$ cat src/rtl/acq_pkg.sv
package acq_pkg;
  typedef enum logic [1:0] {
    ST_IDLE  = 2'd0,
    ST_ARMED = 2'd1,
    ST_ACQ   = 2'd2,
    ST_DONE  = 2'd3
  } acq_state_e;

  localparam logic [1:0] SRC_DIV = 2'd0;
  localparam logic [1:0] SRC_EXT = 2'd1;

  // log2 of record depth per select code
  function automatic int unsigned depth_log2(input logic [1:0] sel);
    case (sel)
      2'd0:    return 13;
      2'd1:    return 15;
      2'd2:    return 16;
      default: return 17;
    endcase
  endfunction
endpackage

$ cat src/rtl/acq_sync_edge.sv
module acq_sync_edge #(
  parameter int unsigned STAGES = 2
) (
  input  logic clk_i,
  input  logic rst_ni,
  input  logic async_i,
  output logic rise_o
);
  logic [STAGES:0] sh_q;

  always_ff @(posedge clk_i or negedge rst_ni) begin
    if (!rst_ni) sh_q <= '0;
    else         sh_q <= {sh_q[STAGES-1:0], async_i};
  end

  assign rise_o = sh_q[STAGES-1] & ~sh_q[STAGES];
endmodule

$ cat src/rtl/acq_tick_gen.sv
module acq_tick_gen
  import acq_pkg::*;
#(
  parameter int unsigned DIV_W   = 21,
  parameter int unsigned FIX_DIV = 125
) (
  input  logic             clk_i,
  input  logic             rst_ni,
  input  logic             run_i,
  input  logic [1:0]       src_i,
  input  logic [DIV_W-1:0] div_i,
  input  logic             ext_rise_i,
  output logic             tick_o
);
  localparam int unsigned FIX_W = $clog2(FIX_DIV);
  localparam int unsigned CNT_W = (DIV_W > FIX_W) ? DIV_W : FIX_W;

  logic [CNT_W-1:0] cnt_q, lim;
  logic             use_ext;

  assign use_ext = (src_i == SRC_EXT);
  assign lim     = (src_i == SRC_DIV) ? CNT_W'(div_i) : CNT_W'(FIX_DIV - 1);
  assign tick_o  = run_i & (use_ext ? ext_rise_i : (cnt_q == lim));

  always_ff @(posedge clk_i or negedge rst_ni) begin
    if (!rst_ni)                  cnt_q <= '0;
    else if (!run_i || use_ext)   cnt_q <= '0;
    else if (cnt_q == lim)        cnt_q <= '0;
    else                          cnt_q <= cnt_q + 1'b1;
  end


  div_spacing_chk: assert property (@(posedge clk_i) disable iff (!rst_ni)
    (tick_o && run_i && src_i == SRC_DIV && div_i != '0) |=> !tick_o);
endmodule

$ cat src/rtl/acq_chan_dec.sv
module acq_chan_dec #(
  parameter int unsigned NCH  = 15,
  parameter int unsigned CH_W = 4
) (
  input  logic [CH_W-1:0] chan_i,
  output logic [NCH-1:0]  mask_o
);
  for (genvar i = 0; i < NCH; i++) begin : g_ch
    assign mask_o[i] = (chan_i == '0) || (chan_i == CH_W'(i + 1));
  end


  always_comb begin
    if (chan_i != '0 && int'(chan_i) <= NCH)
      single_sel_chk: assert ($countones(mask_o) == 1);
  end
endmodule

$ cat src/rtl/acq_ctrl.sv
module acq_ctrl
  import acq_pkg::*;
#(
  parameter int unsigned NCH    = 15,
  parameter int unsigned ADDR_W = 17
) (
  input  logic              clk_i,
  input  logic              rst_ni,
  input  logic              arm_i,
  input  logic              trig_i,
  input  logic              eor_i,
  input  logic              tick_i,
  input  logic [1:0]        depth_i,
  input  logic [NCH-1:0]    mask_i,
  output acq_state_e        state_o,
  output logic [NCH-1:0]    cnv_o,
  output logic [ADDR_W-1:0] addr_o
);
  acq_state_e        st_q;
  logic [ADDR_W-1:0] wr_q, last;

  assign last    = ADDR_W'((32'd1 << depth_log2(depth_i)) - 32'd1);
  assign state_o = st_q;

  always_ff @(posedge clk_i or negedge rst_ni) begin
    if (!rst_ni) begin
      st_q   <= ST_IDLE;
      wr_q   <= '0;
      cnv_o  <= '0;
      addr_o <= '0;
    end else begin
      cnv_o <= '0;
      case (st_q)
        ST_IDLE, ST_DONE: begin
          if (arm_i) begin
            st_q <= ST_ARMED;
            wr_q <= '0;
          end
        end
        ST_ARMED: begin
          if (eor_i)       st_q <= ST_DONE;
          else if (trig_i) st_q <= ST_ACQ;
        end
        default: begin
          if (eor_i) st_q <= ST_DONE;
          else if (tick_i) begin
            cnv_o  <= mask_i;
            addr_o <= wr_q;
            wr_q   <= wr_q + 1'b1;
            if (wr_q == last) st_q <= ST_DONE;
          end
        end
      endcase
    end
  end


  idle_trig_ignored_chk: assert property (@(posedge clk_i) disable iff (!rst_ni)
    (st_q == ST_IDLE && !arm_i) |=> (st_q == ST_IDLE && cnv_o == '0));

  addr_in_range_chk: assert property (@(posedge clk_i) disable iff (!rst_ni)
    (cnv_o != '0) |-> (addr_o <= last));

  end_of_record_chk: assert property (@(posedge clk_i) disable iff (!rst_ni)
    (st_q == ST_ACQ && tick_i && !eor_i && wr_q == last) |=> (st_q == ST_DONE));

  eor_stops_chk: assert property (@(posedge clk_i) disable iff (!rst_ni)
    (eor_i && (st_q == ST_ARMED || st_q == ST_ACQ)) |=> (st_q == ST_DONE && cnv_o == '0));
endmodule

$ cat src/rtl/acq_seq.sv
module acq_seq
  import acq_pkg::*;
#(
  parameter int unsigned NCH         = 15,
  parameter int unsigned CH_W        = 4,
  parameter int unsigned DIV_W       = 21,
  parameter int unsigned ADDR_W      = 17,
  parameter int unsigned FIX_DIV     = 125,
  parameter int unsigned SYNC_STAGES = 2
) (
  input  logic              clk_i,
  input  logic              rst_ni,
  input  logic              setup_i,
  input  logic [DIV_W-1:0]  setup_div_i,
  input  logic [1:0]        setup_depth_i,
  input  logic [1:0]        setup_src_i,
  input  logic [CH_W-1:0]   setup_chan_i,
  input  logic              arm_i,
  input  logic              trig_i,
  input  logic              eor_i,
  input  logic              ext_trig_i,
  input  logic              ext_clk_i,
  output logic [NCH-1:0]    cnv_o,
  output logic [ADDR_W-1:0] addr_o,
  output logic [CH_W-1:0]   chan_o,
  output logic              busy_o,
  output logic              done_o
);
  acq_state_e       st;
  logic [DIV_W-1:0] div_q;
  logic [1:0]       depth_q, src_q;
  logic [CH_W-1:0]  chan_q;
  logic [NCH-1:0]   mask;
  logic             ext_trig_rise, ext_clk_rise, tick, setup_ok;

  assign busy_o   = (st == ST_ARMED) || (st == ST_ACQ);
  assign done_o   = (st == ST_DONE);
  assign chan_o   = chan_q;
  assign setup_ok = setup_i && !busy_o;

  always_ff @(posedge clk_i or negedge rst_ni) begin
    if (!rst_ni) begin
      div_q   <= '0;
      depth_q <= '0;
      src_q   <= '0;
      chan_q  <= '0;
    end else if (setup_ok) begin
      div_q   <= setup_div_i;
      depth_q <= setup_depth_i;
      src_q   <= setup_src_i;
      chan_q  <= setup_chan_i;
    end
  end


  setup_locked_chk: assert property (@(posedge clk_i) disable iff (!rst_ni)
    busy_o |=> ($stable(div_q) && $stable(depth_q) && $stable(src_q) && $stable(chan_q)));

  acq_sync_edge #(.STAGES(SYNC_STAGES)) u_trig_sync (
    .clk_i, .rst_ni, .async_i(ext_trig_i), .rise_o(ext_trig_rise)
  );

  acq_sync_edge #(.STAGES(SYNC_STAGES)) u_clk_sync (
    .clk_i, .rst_ni, .async_i(ext_clk_i), .rise_o(ext_clk_rise)
  );

  acq_tick_gen #(.DIV_W(DIV_W), .FIX_DIV(FIX_DIV)) u_tick (
    .clk_i, .rst_ni,
    .run_i(st == ST_ACQ), .src_i(src_q), .div_i(div_q),
    .ext_rise_i(ext_clk_rise), .tick_o(tick)
  );

  acq_chan_dec #(.NCH(NCH), .CH_W(CH_W)) u_dec (
    .chan_i(chan_q), .mask_o(mask)
  );

  acq_ctrl #(.NCH(NCH), .ADDR_W(ADDR_W)) u_ctrl (
    .clk_i, .rst_ni,
    .arm_i, .trig_i(trig_i | ext_trig_rise), .eor_i,
    .tick_i(tick), .depth_i(depth_q), .mask_i(mask),
    .state_o(st), .cnv_o, .addr_o
  );
endmodule

$ cat config.mk
export PLATFORM = sky130hd
export DESIGN_NAME = acq_seq
export DESIGN_NICKNAME = d
export VERILOG_FILES = /design/src/rtl/acq_pkg.sv /design/src/rtl/acq_sync_edge.sv /design/src/rtl/acq_tick_gen.sv /design/src/rtl/acq_chan_dec.sv /design/src/rtl/acq_ctrl.sv /design/src/rtl/acq_seq.sv
export SDC_FILE = /design/constraint.sdc
export NUM_CORES = 1
export LEC_CHECK = 0
export CAP_MARGIN = 20
export CORE_ASPECT_RATIO = 0.75
export CORE_MARGIN = 5
export CORE_UTILIZATION = 47
export CTS_CLUSTER_SIZE = 28
export DETAILED_ROUTE_END_ITERATION = 10
export PLACE_DENSITY = 0.7
export SLEW_MARGIN = 5
export SYNTH_ARGS = -nofsm -noshare
export SYNTH_HDL_FRONTEND = slang
export SYNTH_SLANG_ARGS = --single-unit
export TNS_END_PERCENT = 20
$ cat constraint.sdc
create_clock -name clk_i -period 6.51 [get_ports clk_i]
set_input_delay 0.9765 -clock clk_i [delete_from_list [all_inputs] [get_ports clk_i]]
set_output_delay 0.9765 -clock clk_i [all_outputs]
set_load 0.05 [all_outputs]
[Word level (Yosys, flattened, before mapping)]
Index checks and enable logic that the tools add are counted.
Word-level totals
  bits in writable memories: 0
  output and inout port bits: 38
  ROM bits: 0
  memories: 0
  latch bits: 0
  input port bits: 37
  word-level logic and storage cells: 101
  register bits after elaboration: 107
Operators by class
  equal/unequal tests: 26
  divide/modulo/power cells: 0
  bitwise gates (word level): 9
  multipliers: 0
  add/subtract/negate cells: 3
  magnitude comparators: 0
  shift-type cells: 1
  reduce and logical (&&, ||, !) cells: 32
  multiplexer cells: 19
Operators with widths (count)
  21-bit two-way mux: 3
  17-bit two-way mux: 3
  15-bit two-way mux: 3
  17-bit case mux with 2 select lines: 1
  4-bit == test (second input constant): 8
  21-bit by 1-bit adder with 21-bit output (second input constant): 1
  21-bit == test: 1
  17-bit by 1-bit adder with 17-bit output (second input constant): 1
  17-bit == test: 1
  1-bit logical OR: 17
  1-bit by 5-bit left shift with 17-bit output (first input constant): 1
  17-bit by 1-bit subtractor with 17-bit output (second input constant): 1
  4-bit by 3-bit == test with 1-bit output (second input constant): 4
  5-bit case mux with 3 select lines: 1
  2-bit two-way mux: 6
  4-bit by 2-bit == test with 1-bit output (second input constant): 2
  4-bit AND reduction: 2
  4-bit nonzero test: 2
  2-bit by 1-bit == test with 1-bit output (second input constant): 3
  2-bit == test (second input constant): 3
  2-bit zero test: 3
  1-bit NOT: 5
  4-bit by 1-bit == test with 1-bit output (second input constant): 1
  4-bit zero test: 1
  other kinds (13): 16

[Longest topological paths before layout]
  word-level depth: 9
  mapped depth: 11
  depth with buffers taken out: 9

[Hierarchy]
From an unflattened synthesis, not the netlist that was laid out.
Second synthesis, totals
  cell total of the unflattened synthesis: 537
  area total of the unflattened synthesis: 5580.4 um^2
By module, submodules not included
  acq_ctrl: seq. area each 1276.2 um^2, area an instance 2270.9 um^2, times used 1, cells each 235
  acq_tick_gen: seq. area each 525.5 um^2, area an instance 1769.2 um^2, times used 1, cells each 195
  acq_seq: seq. area each 725.7 um^2, area an instance 1159.9 um^2, times used 1, cells each 67
  acq_chan_dec: seq. area each 0.0 um^2, area an instance 202.7 um^2, times used 1, cells each 32
  acq_sync_edge: seq. area each 75.1 um^2, area an instance 88.8 um^2, times used 2, cells each 4

[Worst setup path after synthesis]
OpenSTA, ideal clock, no wires.
  path type: register to register
  start point: register src_q[0]
  end point: register u_ctrl.cnv_o[8]
  slack: 3.883 ns
  arrival time: 2.547 ns
  library setup time: 0.081 ns
  cell stages (with the launch flop): 11
  period minus slack after synthesis: 2.627 ns
  required time: 6.429 ns
  cells stage by stage: dfrtp_1 > or2_1 > clkbuf_2 > or4_1 > a32oi_1 > nand3_1 > o32a_1 > buf_6 > or2_1 > buf_6 > nor3_2
On the way
  word-level cells in the longest chain between the ends: 8
  elaborated cells on any way between the ends: 9
  classes of those cells: 2 x eq/ne; 5 x mux; 1 x bitwise; 1 x reduce/logical
RTL lines
  from (decl): RTL line acq_seq.sv:31  | logic [1:0] depth_q, src_q;
  from (signal assigned): RTL line acq_seq.sv:50  | src_q <= setup_src_i;
  2-bit zero test: RTL line acq_tick_gen.sv:22  | assign lim = (src_i == SRC_DIV) ? CNT_W'(div_i) : CNT_W'(FIX_DIV - 1);
  21-bit two-way mux: RTL line acq_tick_gen.sv:22
  21-bit == test: RTL line acq_tick_gen.sv:23  | assign tick_o = run_i & (use_ext ? ext_rise_i : (cnt_q == lim));
  1-bit two-way mux *: RTL line acq_tick_gen.sv:23
  1-bit bitwise AND *: RTL line acq_tick_gen.sv:23
  15-bit two-way mux *: RTL line acq_ctrl.sv:46  | else if (tick_i) begin
  15-bit two-way mux *: RTL line acq_ctrl.sv:45  | if (eor_i) st_q <= ST_DONE;
  15-bit two-way mux *: RTL line acq_ctrl.sv:33  | case (st_q)
  to (signal assigned): RTL line acq_ctrl.sv:47  | cnv_o <= mask_i;
  to (decl): RTL line acq_ctrl.sv:16  | output logic [NCH-1:0] cnv_o,
Mark *: on every way between the ends. The rest lies on a longest branch, timed or not.
A chain may end at the register's enable or synchronous reset.

[Worst setup path in the final report]
  start point: register u_ctrl.st_q[0] (netlist: u_ctrl.state_o[0])
  end point: output port busy_o
On the way
  word-level cells in the longest chain between the ends: 2
  elaborated cells on any way between the ends: 3
  classes of those cells: 2 x eq/ne; 1 x reduce/logical
RTL lines
  from (decl): RTL line acq_ctrl.sv:19  | acq_state_e st_q;
  from (signal assigned): RTL line acq_ctrl.sv:27  | st_q <= ST_IDLE;
  from (signal assigned): RTL line acq_ctrl.sv:36  | st_q <= ST_ARMED;
  from (signal assigned): RTL line acq_ctrl.sv:41  | if (eor_i) st_q <= ST_DONE;
  2-bit by 1-bit == test with 1-bit output / 2-bit == test (equally long branches): RTL line acq_seq.sv:36  | assign busy_o = (st == ST_ARMED) || (st == ST_ACQ);
  1-bit logical OR *: RTL line acq_seq.sv:36
  to (decl): RTL line acq_seq.sv:26  | output logic busy_o,
Marked as above.

==> results <==
- Of the cells placed in the final design, the portion with a size suffix greater than 1 is 13.42%.
- After synthesis the netlist holds a flip-flop and latch count of 107.
- The fill cell total of the finished layout is 951.
- The worst-case IR drop observed on VDD is 0.2151 mV.
- For this design the static power due to leakage is 0.002573 uW.
- The core area is 0.01090 mm2.
- The async set-reset flop share out of synthesis is 100.0%.
- Summed over all nets, the half-perimeter wirelength after detailed placement is 7700 um.
- The total via count after detailed routing is 3921.
- The run finished with clean final reports.
- Setup violations remaining at the end of the flow were counted as 0.
- The max-slew violation count came to 0.
- From left edge to right edge, the die measures 131.5 um.
- The sequential cell fraction of total power is 39.9%.
- The overall die area is 0.01330 mm2.
- The repair_antennas step left the layout with diodes totalling 0.
- The starting density of the core is 47.76%.
- The longest individual stage delay on the worst path is 880 ps.
- In the final routed layout, each cell accounts on average for 15.80 um.
- In this run, the combinational gates consume 40.2% of the power.
- For the pin with the worst max-slew slack, the measured transition is 959.5 ps.
- Dividing the detail-routed via count by the number of cells gives 5.609.
- The post-route non-filler standard cell count is 699.
- In this run, post-CTS hold repair placed 0 buffers.
- The post-place setup slack is 2913 ps.
- The highest-delay cell along the critical path is sky130_fd_sc_hd__clkdlybuf4s50_1.
- The final count of hold timing violations is 0.
- STA puts the critical path data required time at 5530 ps.
- The remaining antenna violation count after routing is 0.
- After layout, the worst path uses 53.57% of the clock period.
- CTS placed an instance of sky130_fd_sc_hd__clkbuf_16 at the clock tree root.
- The global-route wire length before repair is 18240 um.
- The number of DRC markers in iteration 0 is 180.
- Cell internal power was estimated by the tool at 1612 uW.
- The number of library cell types mapped by synthesis is 49.
- Relative to the synthesized area, the layout overhead comes to 21.15%.
- The number of cells produced by synthesis is 496.
- Traced cell by cell, the critical path runs through inv_1, ha_1, buf_4, inv_1, clkdlybuf4s50_1.
- The kind of end point of the critical path is an output port.
- The path type of the worst min-delay path is reg2reg.
- The aggregate global-route resource usage is 16.79%.
- The post-route worst setup slack is 3023 ps.
- The minimum period implied by the final worst setup slack is 3487 ps.
- The sum of negative setup slack is 0 ps.
- Of the total power, the share spent switching nets is 40.71%.
- The congestion estimate from routability-driven global placement came to 0.8278.
- The relative max-transition margin is 36.04%.
- The H-tree depth reported by CTS is 3.
- The number of gates resized after CTS is 0.
- The number of buffers between clock root and the deepest sink is 2.
- Among all flip-flop cells after synthesis, the most frequent one is sky130_fd_sc_hd__dfrtp_1.
- For this design the ratio of total power to cell area is 431.1 mW/mm2.
- The signal arrival time at the worst endpoint is 2510 ps.
- The latest clock arrival within the worst-skew pair is 350 ps.
- The via count of the first global-routing pass is 3668.
- The TritonCTS clock tree is yes.
- The kind of start point of the critical path is a register.
- After global routing the overflow that remains totals 0.
- Clock tree synthesis inserted a total of 9 buffers.
- The yosys synthesis warning count is 0.
- Clock skew on the completed layout was measured at 10.54 ps.
- The post-detailed-routing wire length is 11040 um.
- The maximum number of pins on one net before global-route repair is 64.
- The placed cell count is 683.
- The total iterations of the first detailed-routing run is 5.
- Per report_power, the clock group accounts for 19.8% of the total.
- The synthesized area is 0.005206 mm2.
- In this run the worst path has a maximum fanout of 21.
- The initial antenna violation count is 1.
- The top cell types in the final layout, fill and taps aside, are sky130_fd_sc_hd__dfrtp_1 (107), sky130_fd_sc_hd__clkdlybuf4s50_1 (73), sky130_fd_sc_hd__nor2_1 (49), sky130_fd_sc_hd__mux2_2 (46), sky130_fd_sc_hd__nand2_1 (34).
- The dominant cell type by count on the critical path is sky130_fd_sc_hd__inv_1.
- The clock net in this run drives a total of 107 sinks.
- The synthesized netlist net count is 538.
- In this run, synthesis inferred 0 flip-flops with an integrated enable.
- For this run, design rule violations remaining after detail routing come to 0.
- The site row count is 33.
- The number of buffers added for setup after CTS is 0.
- Setup repair after global routing left no endpoint under its margin.
- The total I/O pin count is 75.
- The proportion of synthesized chip area in sequential cells is 51.43%.
- The maximum clock frequency is 0.2867 GHz.
- The synthesized area per cell is 10.50 um2.
- The number of buffers inserted by port buffering is 74.
- The die is 101.1 um tall.
- The kind of critical path is reg2out.
- The most common cell after layout, fill and taps aside is sky130_fd_sc_hd__dfrtp_1.
- The switching power of the nets is 1107 uW.
- Across the run, the number of max-cap violations was 0.
- The clock slew seen by the registers of the worst setup and hold paths is 70 ps.
- In the final design database the tool counted 596 nets.
[final cells by class]
| cell class | instances | area, um2 | area share (%) |
|---|---|---|---|
| inverters | 14 | 52.55 | 0.8332 |
| well taps | 140 | 175.2 | 2.777 |
| clock inverters | 5 | 52.55 | 0.8332 |
| multi-input cells | 344 | 2338 | 37.08 |
| clock buffers | 11 | 242.7 | 3.848 |
| flip-flops and latches | 107 | 2678 | 42.45 |
| repair buffers | 78 | 768.2 | 12.18 |
[cell usage after synthesis, drive strengths merged (12+ instances only)]
cell type  instances  area share, %
inv               14            1.0
xnor2             12            2.0
dfrtp            107             51
o21ai             16            1.5
clkbuf            23            1.7
nor4              13            1.6
mux2              46            9.9
nand2             34            2.5
xor2              22            3.7
nand3             30            2.9
nand4             17            2.0
nor2              49            3.5
[path summary, 6_finish.rpt]
check,from,end,slack (ps),cells past startpoint
worst max-delay path,u_ctrl.state_o[0]$_DFFE_PN0P_,busy_o,3020,5
worst min-delay path,u_trig_sync.sh_q[0]$_DFF_PN0_,u_trig_sync.sh_q[1]$_DFF_PN0_,350,0
worst max register to register,src_q[0]$_DFFE_PN0P_,u_ctrl.wr_q[15]$_DFFE_PN0P_,3130,7
worst min register to register,u_trig_sync.sh_q[0]$_DFF_PN0_,u_trig_sync.sh_q[1]$_DFF_PN0_,350,0
max in group asynchronous,rst_ni,u_ctrl.cnv_o[11]$_DFF_PN0_,4680,2
min in group asynchronous,rst_ni,u_trig_sync.sh_q[1]$_DFF_PN0_,620,1
[critical path, delay by kind of cell, from the launching register on]
family | cells | cell delay, ps
fa+ha+maj | 1 | 280
flops | 1 | 380
buf+inv | 4 | 1500
[sequential cells by signal, indices dropped and copies added (netlist names), 3 cells and up]
name and count:
u_ctrl.cnv_o 15, u_ctrl.wr_q 17, u_ctrl.addr_o 17, u_trig_sync.sh_q 3
chan_o 4, div_q 21, u_tick.cnt_q 21, u_clk_sync.sh_q 3
[power by group through the flow]
| stage | Clock [uW] | Sequential, uW | Combinational [uW] |
|---|---|---|---|
| final | 539 | 1090 | 1090 |
| after global routing | 576 | 1120 | 1190 |
| after CTS | 554 | 1080 | 1100 |
| after detailed placement | 0 | 1090 | 1090 |
| after global placement | 0 | 1090 | 1070 |
| after floorplan | 0 | 1170 | 698 |
[stage by stage]
step	hold WS (ps)	instance area, um2	utilization (%)	power [uW]
5_1_grt	352.8	6307	57.86	2882
6_report	350.4	6307	57.86	2719
3_5_place_dp	334.7	6012	55.15	2188
3_3_place_gp	334.5	6012	55.15	2157
4_1_cts	351.0	6307	57.86	2739
2_1_floorplan	331.2	5206	-	1867
[metal layers]
metal	wire length [um]	track usage [%]
met2	4637	23.52
met4	120	4.743
met1	5580	25.37
met3	691	4.965
met5	12	0
[kinds of logic after synthesis]
group | synth area share, %
mux | 10.53
compound gates | 7.330
simple gates | 20.07
xor+xnor | 5.720
flops | 51.43
buf+inv | 3.725
fa+ha+maj | 1.202
Note: power is estimated with default switching activity, not from simulation.
